==> config.mk <==
export PLATFORM = sky130hd
export DESIGN_NAME = sysclk_ctrl
export DESIGN_NICKNAME = d
export VERILOG_FILES = /design/src/rtl/clkctl_pkg.sv /design/src/rtl/clkctl_decode.sv /design/src/rtl/clkctl_reg0.sv /design/src/rtl/clkctl_reg1.sv /design/src/rtl/sysclk_ctrl.sv
export SDC_FILE = /design/constraint.sdc
export NUM_CORES = 1
export LEC_CHECK = 0
export ABC_AREA = 1
export BUFFER_PORTS_ARGS = -buffer_cell sky130_fd_sc_hd__buf_4
export CORE_MARGIN = 4
export CORE_UTILIZATION = 39
export CTS_CLUSTER_SIZE = 24
export DETAILED_ROUTE_END_ITERATION = 16
export PLACE_DENSITY = 0.73
export SYNTH_ARGS = -nofsm -noshare
export SYNTH_HDL_FRONTEND = slang
export SYNTH_SLANG_ARGS = --single-unit
==> constraint.sdc <==
create_clock -name clk -period 1.4 [get_ports clk]
set_input_delay 0.14 -clock clk [delete_from_list [all_inputs] [get_ports clk]]
set_output_delay 0.14 -clock clk [all_outputs]
set_load 0.02 [all_outputs]
==> src/rtl/clkctl_pkg.sv <==
package clkctl_pkg;

  localparam int REG_W = 8;

  typedef enum logic [1:0] {
    CKO_PORT = 2'b00,
    CKO_FC   = 2'b01,
    CKO_F8   = 2'b10,
    CKO_F32  = 2'b11
  } cko_sel_e;

  // register 0 bit positions
  localparam int B0_WAITSTOP = 2;
  localparam int B0_SUBDRV   = 3;
  localparam int B0_SUBEN    = 4;
  localparam int B0_MSTOP    = 5;
  localparam int B0_WDT      = 6;
  localparam int B0_SYS      = 7;

  // register 1 bit positions
  localparam int B1_STOP = 0;
  localparam int B1_MDRV = 5;

  localparam logic [REG_W-1:0] CTL0_RST  = 8'h08;
  localparam logic [REG_W-1:0] CTL1_RST  = 8'h20;
  localparam logic [REG_W-1:0] CTL1_KEEP = 8'h21;

  // A register 0 write that breaks an ordering rule, judged against stored state
  function automatic logic ctl0_reject(input logic [REG_W-1:0] cur,
                                       input logic [REG_W-1:0] nxt,
                                       input logic sub_ok,
                                       input logic main_ok);
    logic flip45, to_sub, to_main, stop_main;
    flip45    = (cur[B0_SUBEN] ^ nxt[B0_SUBEN]) & (cur[B0_MSTOP] ^ nxt[B0_MSTOP]);
    to_sub    = !cur[B0_SYS] & nxt[B0_SYS] & !(cur[B0_SUBEN] & sub_ok);
    to_main   = cur[B0_SYS] & !nxt[B0_SYS] & !(!cur[B0_MSTOP] & main_ok);
    stop_main = !cur[B0_MSTOP] & nxt[B0_MSTOP] & !cur[B0_SYS];
    return flip45 | to_sub | to_main | stop_main;
  endfunction

  // Accepted register 0 value: write data with the watchdog bit kept sticky
  function automatic logic [REG_W-1:0] ctl0_merge(input logic [REG_W-1:0] cur,
                                                  input logic [REG_W-1:0] nxt);
    logic [REG_W-1:0] r;
    r         = nxt;
    r[B0_WDT] = cur[B0_WDT] | nxt[B0_WDT];
    return r;
  endfunction

  function automatic logic [REG_W-1:0] ctl1_clean(input logic [REG_W-1:0] nxt);
    return nxt & CTL1_KEEP;
  endfunction

endpackage

==> src/rtl/clkctl_decode.sv <==
module clkctl_decode #(
  parameter int                ADDR_W = 4,
  parameter logic [ADDR_W-1:0] A_CTL0 = 0,
  parameter logic [ADDR_W-1:0] A_CTL1 = 1,
  parameter logic [ADDR_W-1:0] A_PROT = 2
) (
  input  logic              clk,
  input  logic              rst_n,
  input  logic              wr_en,
  input  logic [ADDR_W-1:0] addr,
  input  logic              wbit0,
  output logic              prot_en,
  output logic              wr_ctl0,
  output logic              wr_ctl1
);

  logic hit_prot;
  assign hit_prot = wr_en && (addr == A_PROT);
  assign wr_ctl0  = wr_en && (addr == A_CTL0) && prot_en;
  assign wr_ctl1  = wr_en && (addr == A_CTL1) && prot_en;

  always_ff @(posedge clk or negedge rst_n) begin
    if (!rst_n)        prot_en <= 1'b0;
    else if (hit_prot) prot_en <= wbit0;
  end

  AST_PROT_FOLLOWS: assert property (@(posedge clk) disable iff (!rst_n)
    hit_prot |=> (prot_en == $past(wbit0))) else $error("protect write lost");

endmodule

==> src/rtl/clkctl_reg0.sv <==
module clkctl_reg0
  import clkctl_pkg::*;
(
  input  logic             clk,
  input  logic             rst_n,
  input  logic             wr,
  input  logic [REG_W-1:0] wdata,
  input  logic             sub_stable,
  input  logic             main_stable,
  input  logic             stop_enter,
  output logic [REG_W-1:0] q,
  output logic             rej,
  output logic             mstop_rise
);

  logic accept;
  logic flip45;

  assign rej        = wr && ctl0_reject(q, wdata, sub_stable, main_stable);
  assign accept     = wr && !rej;
  assign mstop_rise = accept && wdata[B0_MSTOP] && !q[B0_MSTOP];
  assign flip45     = (q[B0_SUBEN] != wdata[B0_SUBEN]) && (q[B0_MSTOP] != wdata[B0_MSTOP]);

  always_ff @(posedge clk or negedge rst_n) begin
    if (!rst_n) q <= CTL0_RST;
    else begin
      if (accept)     q <= ctl0_merge(q, wdata);
      if (stop_enter) q[B0_SUBDRV] <= 1'b1;
    end
  end

  AST_WDT_STICKY: assert property (@(posedge clk) disable iff (!rst_n)
    q[B0_WDT] |=> q[B0_WDT]) else $error("watchdog bit cleared");

  AST_SUB_SWITCH: assert property (@(posedge clk) disable iff (!rst_n)
    !q[B0_SYS] |=> (!q[B0_SYS] || ($past(q[B0_SUBEN]) && $past(sub_stable))))
    else $error("unsafe switch to sub clock");

  AST_MAIN_SWITCH: assert property (@(posedge clk) disable iff (!rst_n)
    q[B0_SYS] |=> (q[B0_SYS] || (!$past(q[B0_MSTOP]) && $past(main_stable))))
    else $error("unsafe switch to main clock");

  AST_MSTOP_ON_SUB: assert property (@(posedge clk) disable iff (!rst_n)
    !q[B0_MSTOP] |=> (!q[B0_MSTOP] || $past(q[B0_SYS])))
    else $error("main stopped while in use");

  AST_NO_FLIP45: assert property (@(posedge clk) disable iff (!rst_n)
    (wr && flip45 && !stop_enter) |=> $stable(q)) else $error("both osc bits changed");

endmodule

==> src/rtl/clkctl_reg1.sv <==
module clkctl_reg1
  import clkctl_pkg::*;
(
  input  logic             clk,
  input  logic             rst_n,
  input  logic             wr,
  input  logic [REG_W-1:0] wdata,
  input  logic             wake,
  input  logic             speed_hm,
  output logic [REG_W-1:0] q,
  output logic             stop_enter
);

  assign stop_enter = wr && wdata[B1_STOP] && !q[B1_STOP] && !wake;

  always_ff @(posedge clk or negedge rst_n) begin
    if (!rst_n) q <= CTL1_RST;
    else begin
      if (wr)                      q <= ctl1_clean(wdata);
      if (stop_enter && speed_hm)  q[B1_MDRV] <= 1'b1;
      if (wake)                    q[B1_STOP] <= 1'b0;
    end
  end

  AST_RSVD_ZERO: assert property (@(posedge clk) disable iff (!rst_n)
    (q & ~CTL1_KEEP) == '0) else $error("reserved bit set");

  AST_WAKE_CLEARS: assert property (@(posedge clk) disable iff (!rst_n)
    wake |=> !q[B1_STOP]) else $error("wake ignored");

  AST_STOP_MDRV: assert property (@(posedge clk) disable iff (!rst_n)
    (stop_enter && speed_hm) |=> q[B1_MDRV]) else $error("main drive not forced");

endmodule

==> src/rtl/sysclk_ctrl.sv <==
module sysclk_ctrl
  import clkctl_pkg::*;
#(
  parameter int                ADDR_W = 4,
  parameter logic [ADDR_W-1:0] A_CTL0 = 0,
  parameter logic [ADDR_W-1:0] A_CTL1 = 1,
  parameter logic [ADDR_W-1:0] A_PROT = 2
) (
  input  logic              clk,
  input  logic              rst_n,
  input  logic              wr_en,
  input  logic [ADDR_W-1:0] addr,
  input  logic [7:0]        wdata,
  output logic [7:0]        rd_data,
  input  logic              sub_stable,
  input  logic              main_stable,
  input  logic              speed_hm,
  input  logic              wake,
  output logic [1:0]        clkout_sel,
  output logic              wait_periph_stop,
  output logic              sub_drive_hi,
  output logic              sub_osc_en,
  output logic              main_osc_stop,
  output logic              wdt_reset_mode,
  output logic              sysclk_sub,
  output logic              main_drive_hi,
  output logic              stop_req,
  output logic              div8_load,
  output logic              wr_err
);

  logic             prot_en, wr_ctl0, wr_ctl1;
  logic [REG_W-1:0] ctl0_q, ctl1_q;
  logic             rej0, mstop_rise, stop_enter;
  cko_sel_e         cko;

  clkctl_decode #(.ADDR_W(ADDR_W), .A_CTL0(A_CTL0), .A_CTL1(A_CTL1), .A_PROT(A_PROT)) u_dec (
    .clk(clk), .rst_n(rst_n), .wr_en(wr_en), .addr(addr), .wbit0(wdata[0]),
    .prot_en(prot_en), .wr_ctl0(wr_ctl0), .wr_ctl1(wr_ctl1)
  );

  clkctl_reg0 u_r0 (
    .clk(clk), .rst_n(rst_n), .wr(wr_ctl0), .wdata(wdata),
    .sub_stable(sub_stable), .main_stable(main_stable), .stop_enter(stop_enter),
    .q(ctl0_q), .rej(rej0), .mstop_rise(mstop_rise)
  );

  clkctl_reg1 u_r1 (
    .clk(clk), .rst_n(rst_n), .wr(wr_ctl1), .wdata(wdata),
    .wake(wake), .speed_hm(speed_hm), .q(ctl1_q), .stop_enter(stop_enter)
  );

  always_ff @(posedge clk or negedge rst_n) begin
    if (!rst_n) begin
      div8_load <= 1'b0;
      wr_err    <= 1'b0;
    end else begin
      div8_load <= mstop_rise || stop_enter;
      wr_err    <= rej0;
    end
  end

  assign cko              = cko_sel_e'(ctl0_q[1:0]);
  assign clkout_sel       = cko;
  assign wait_periph_stop = ctl0_q[B0_WAITSTOP];
  assign sub_drive_hi     = ctl0_q[B0_SUBDRV];
  assign sub_osc_en       = ctl0_q[B0_SUBEN];
  assign main_osc_stop    = ctl0_q[B0_MSTOP];
  assign wdt_reset_mode   = ctl0_q[B0_WDT];
  assign sysclk_sub       = ctl0_q[B0_SYS];
  assign main_drive_hi    = ctl1_q[B1_MDRV];
  assign stop_req         = ctl1_q[B1_STOP];

  always_comb begin
    if (addr == A_CTL0)      rd_data = ctl0_q;
    else if (addr == A_CTL1) rd_data = ctl1_q;
    else if (addr == A_PROT) rd_data = {7'b0, prot_en};
    else                     rd_data = '0;
  end

  AST_LOCKED_HOLDS: assert property (@(posedge clk) disable iff (!rst_n)
    !prot_en |=> ($stable(ctl0_q) && (ctl1_q[B1_MDRV] == $past(ctl1_q[B1_MDRV]))))
    else $error("write passed a clear protect bit");

  AST_REJECT_HOLDS: assert property (@(posedge clk) disable iff (!rst_n)
    rej0 |=> (wr_err && $stable(ctl0_q))) else $error("refused write altered state");

  AST_DIV8_ON_STOP: assert property (@(posedge clk) disable iff (!rst_n)
    $rose(main_osc_stop) |-> div8_load) else $error("divide-by-8 not loaded");

  AST_STOP_SUBDRV: assert property (@(posedge clk) disable iff (!rst_n)
    $rose(stop_req) |-> sub_drive_hi) else $error("sub drive not forced");

endmodule

==> metrics.md <==
| Metric | Value |
|---|---|
| Finished Core Util | `66.3%` |
| Cell Pwr Density | `753 mW/mm2` |
| Clock Path Buffers | `2` |
| Crit path required time | `1.57 ns` |
| Most frequent cells in the layout | `40 x buf_4, 24 x nand2_1, 15 x inv_1` |
| Period utilisation layout | `98.2%` |
| Max Fanout on Critical Path | `5` |
| Total GRT Usage | `about 16%` |
| Drt pass-1 iters | `4` |
| Average wire per standard cell | `around 12 um` |
| DP HPWL | `1610 um` |
| CTS Sinks | `13` |
| Worst r2r path cells | `9` |
| Share of cells above drive strength 1 | `42.9%` |
| Final GP Congestion | `0.839` |
| Initial DRC Count | `6` |
| Cell area after synthesis | `roughly 770 um2` |
| Post-Syn Area per Cell | `7.66 um2` |
| Die X | `approximately 53 um` |
| Setup crit end kind | `flop` |
| Worst EP arrival | `1.54 ns` |
| Max_cap viols | `0` |
| Worst slew pin tran | `0.262 ns` |
| Placement Cell Area | `0.00111 mm2` |
| Worst hold path class | `primary input to flop` |
| CORE AREA | `around 0.0018 mm2` |
| Pins Over Slew Limit | `0` |
| Drt drc | `0` |
| Lkg Pwr | `0.633 nW` |
| H-tree Lvls | `1` |
| Unrepaired setup endpoints after global routing | `yes` |
| Hold path cells | `2` |
| Commonest non-fill, non-tap cell in the layout | `buf_4` |
| R2r setup slk | `roughly 0.025 ns` |
| F_max | `727 MHz` |
| First-pass GRT wire length | `3190 um` |
| VDD IR max | `0.628 mV` |
| Row cnt | `15` |
| Outcome | `completed` |
| Startpoint class of the critical path | `flop` |
| Clk slew on worst S/H paths | `0.08 ns` |
| Area Growth Syn to Fin | `54.4%` |
| Worst Skew | `~0.0075 ns` |
| # nets final | `168` |
| Critical path class | `flop to flop` |
| Endpoint of the worst register-to-register path | `u_r0.q[2]` |
| Cell count after synthesis | `101` |
| Clk root buf | `clkbuf_4` |
| Hold Path Sink | `u_r1.q[0]` |
| Setup violators final | `0` |
| Vias per inst | `4.69` |
| Initial Utilization | `42.9%` |
| Die area | `0.00276 mm2` |
| Synth Register Bits | `13` |
| Startpoint of the worst hold path | `wake` |
| Sequential share of the synthesized area | `42.4%` |
| Fin. Hold Viols | `0` |
| Largest net degree at the start of global routing | `14` |
| Skew-Pair Late Insertion Delay | `0.28 ns` |
| Antenna violation net count after detailed routing | `0` |
| N_diodes | `0` |
| Tmin final | `1.37 ns` |
| Critical R2R Launch | `u_r0.q[5]` |
| GRT Residual Overflow | `0` |
| I/O pins | `39` |
| CTS tree | `yes` |
| Port Buffers | `38` |
| Cts bufs inserted | `3` |
| Initial antenna violation count | `0` |
| Ys Warns | `0` |
| Vias in the first global route | `748` |
| Syn nets | `121` |
| Final wirelength | `around 2100 um` |
| Yosys cell types | `22` |
| Design Area, Final | `0.00119 mm2` |
| Worst relative slew slack | `82.5%` |
| Total power draw | `0.899 mW` |
| Die Ht | `52.5 um` |
| Routed vias | `807` |
## kinds of logic after synthesis
| kind of cell | after synthesis | share of synthesized area [%] |
|---|---|---|
| simple gates | 60 | 39.6 |
| buf+inv | 17 | 8.25 |
| flops | 13 | 42.4 |
| compound gates | 9 | 6.80 |
| mux | 1 | 1.29 |
| fa+ha+maj | 1 | 1.62 |
## area by class of cell
type / count / area (um2)
tap: 25 / 31.3
fill: 166 / 608
inverter: 17 / 63.8
sequential: 13 / 329
multi-input combinational: 72 / 433
clock buffer: 4 / 26.3
timing repair buffer: 41 / 310
## where the power goes
group          total [mW]  internal (mW)  switching [mW]  leakage [nW]
registers           0.425          0.406          0.0187         0.166
logic               0.241          0.105           0.137         0.453
clock network       0.232          0.110           0.122        0.0150
## per-layer routing
layer	track usage [%]	wire length, um	vias to the layer above
met4	8.94	40	0
met2	28.9	1080	25
li1	-	-	416
met3	3.99	133	4
met1	17.6	851	362
met5	0	0	-
## worst max path at each step
stage	start	endpoint	depth (start not counted)
floorplan	u_r0.q[5]	u_r0.q[4]	9
global placement	u_r0.q[5]	u_r0.q[0]	9
detailed placement	u_r0.q[5]	u_r0.q[0]	9
CTS	u_r0.q[5]	u_r0.q[0]	9
global route	u_r0.q[5]	u_r0.q[4]	9
finish	u_r0.q[5]	u_r0.q[2]	9
## worst max-delay path, stage by stage, from the launching register on
cell and delay [ns]:
dfrtp_2 0.37, inv_2 0.05, ha_4 0.25, inv_2 0.03, nand2_2 0.05, nor2_2 0.05
nor2_4 0.17, nand3_4 0.14, nand2_1 0.09, nand2_1 0.05
## timing repair
action / CTS / global route
endpoints found under the hold margin: 13 / 0
endpoints found under the setup margin: 0 / 11
hold buffers: 1 / 0
gates resized for setup: 0 / 10
buffers inserted: 0 / 0
## through the flow
stage	setup slack, ns	std cells	hold WS (ns)	TNS [ns]
3_5_place_dp	0.0265	166	-0.00327	0
2_1_floorplan	0.0112	101	-0.156	0
5_1_grt	-0.0487	172	0.0322	-0.182
3_3_place_gp	0.0698	166	-0.00244	0
6_report	0.0252	172	0.0496	0
4_1_cts	0.00433	171	0.0445	0
## synthesized netlist by cell type
cell type  count  share of area [%]
a21oi_1        1               0.65
a31oi_1        1               0.81
dfrtp_1       11                 36
dfstp_2        2                6.8
ha_1           1                1.6
inv_1         17                8.3
mux2i_1        1                1.3
nand2_1       27                 13
nand2_4        1                1.5
nand3_1        8                5.2
nand3_4        1                2.3
nand4_1        4                3.2
nor2_1        12                5.8
nor2_2         3                2.4
nor2_4         2                2.9
nor2_8         1                2.6
nor3_1         1               0.65
o211ai_1       1               0.97
o21ai_0        1               0.65
o21ai_1        3                1.9
o22ai_1        1               0.81
o31ai_1        1               0.97
## registers in the layout, indices dropped and copies added, names as in the netlist
register / flops
u_r1.q: 2
u_r0.q: 8
wr_err: 1
div8_load: 1
u_dec.prot_en: 1
No activity file was read; power rests on OpenSTA's default activity.
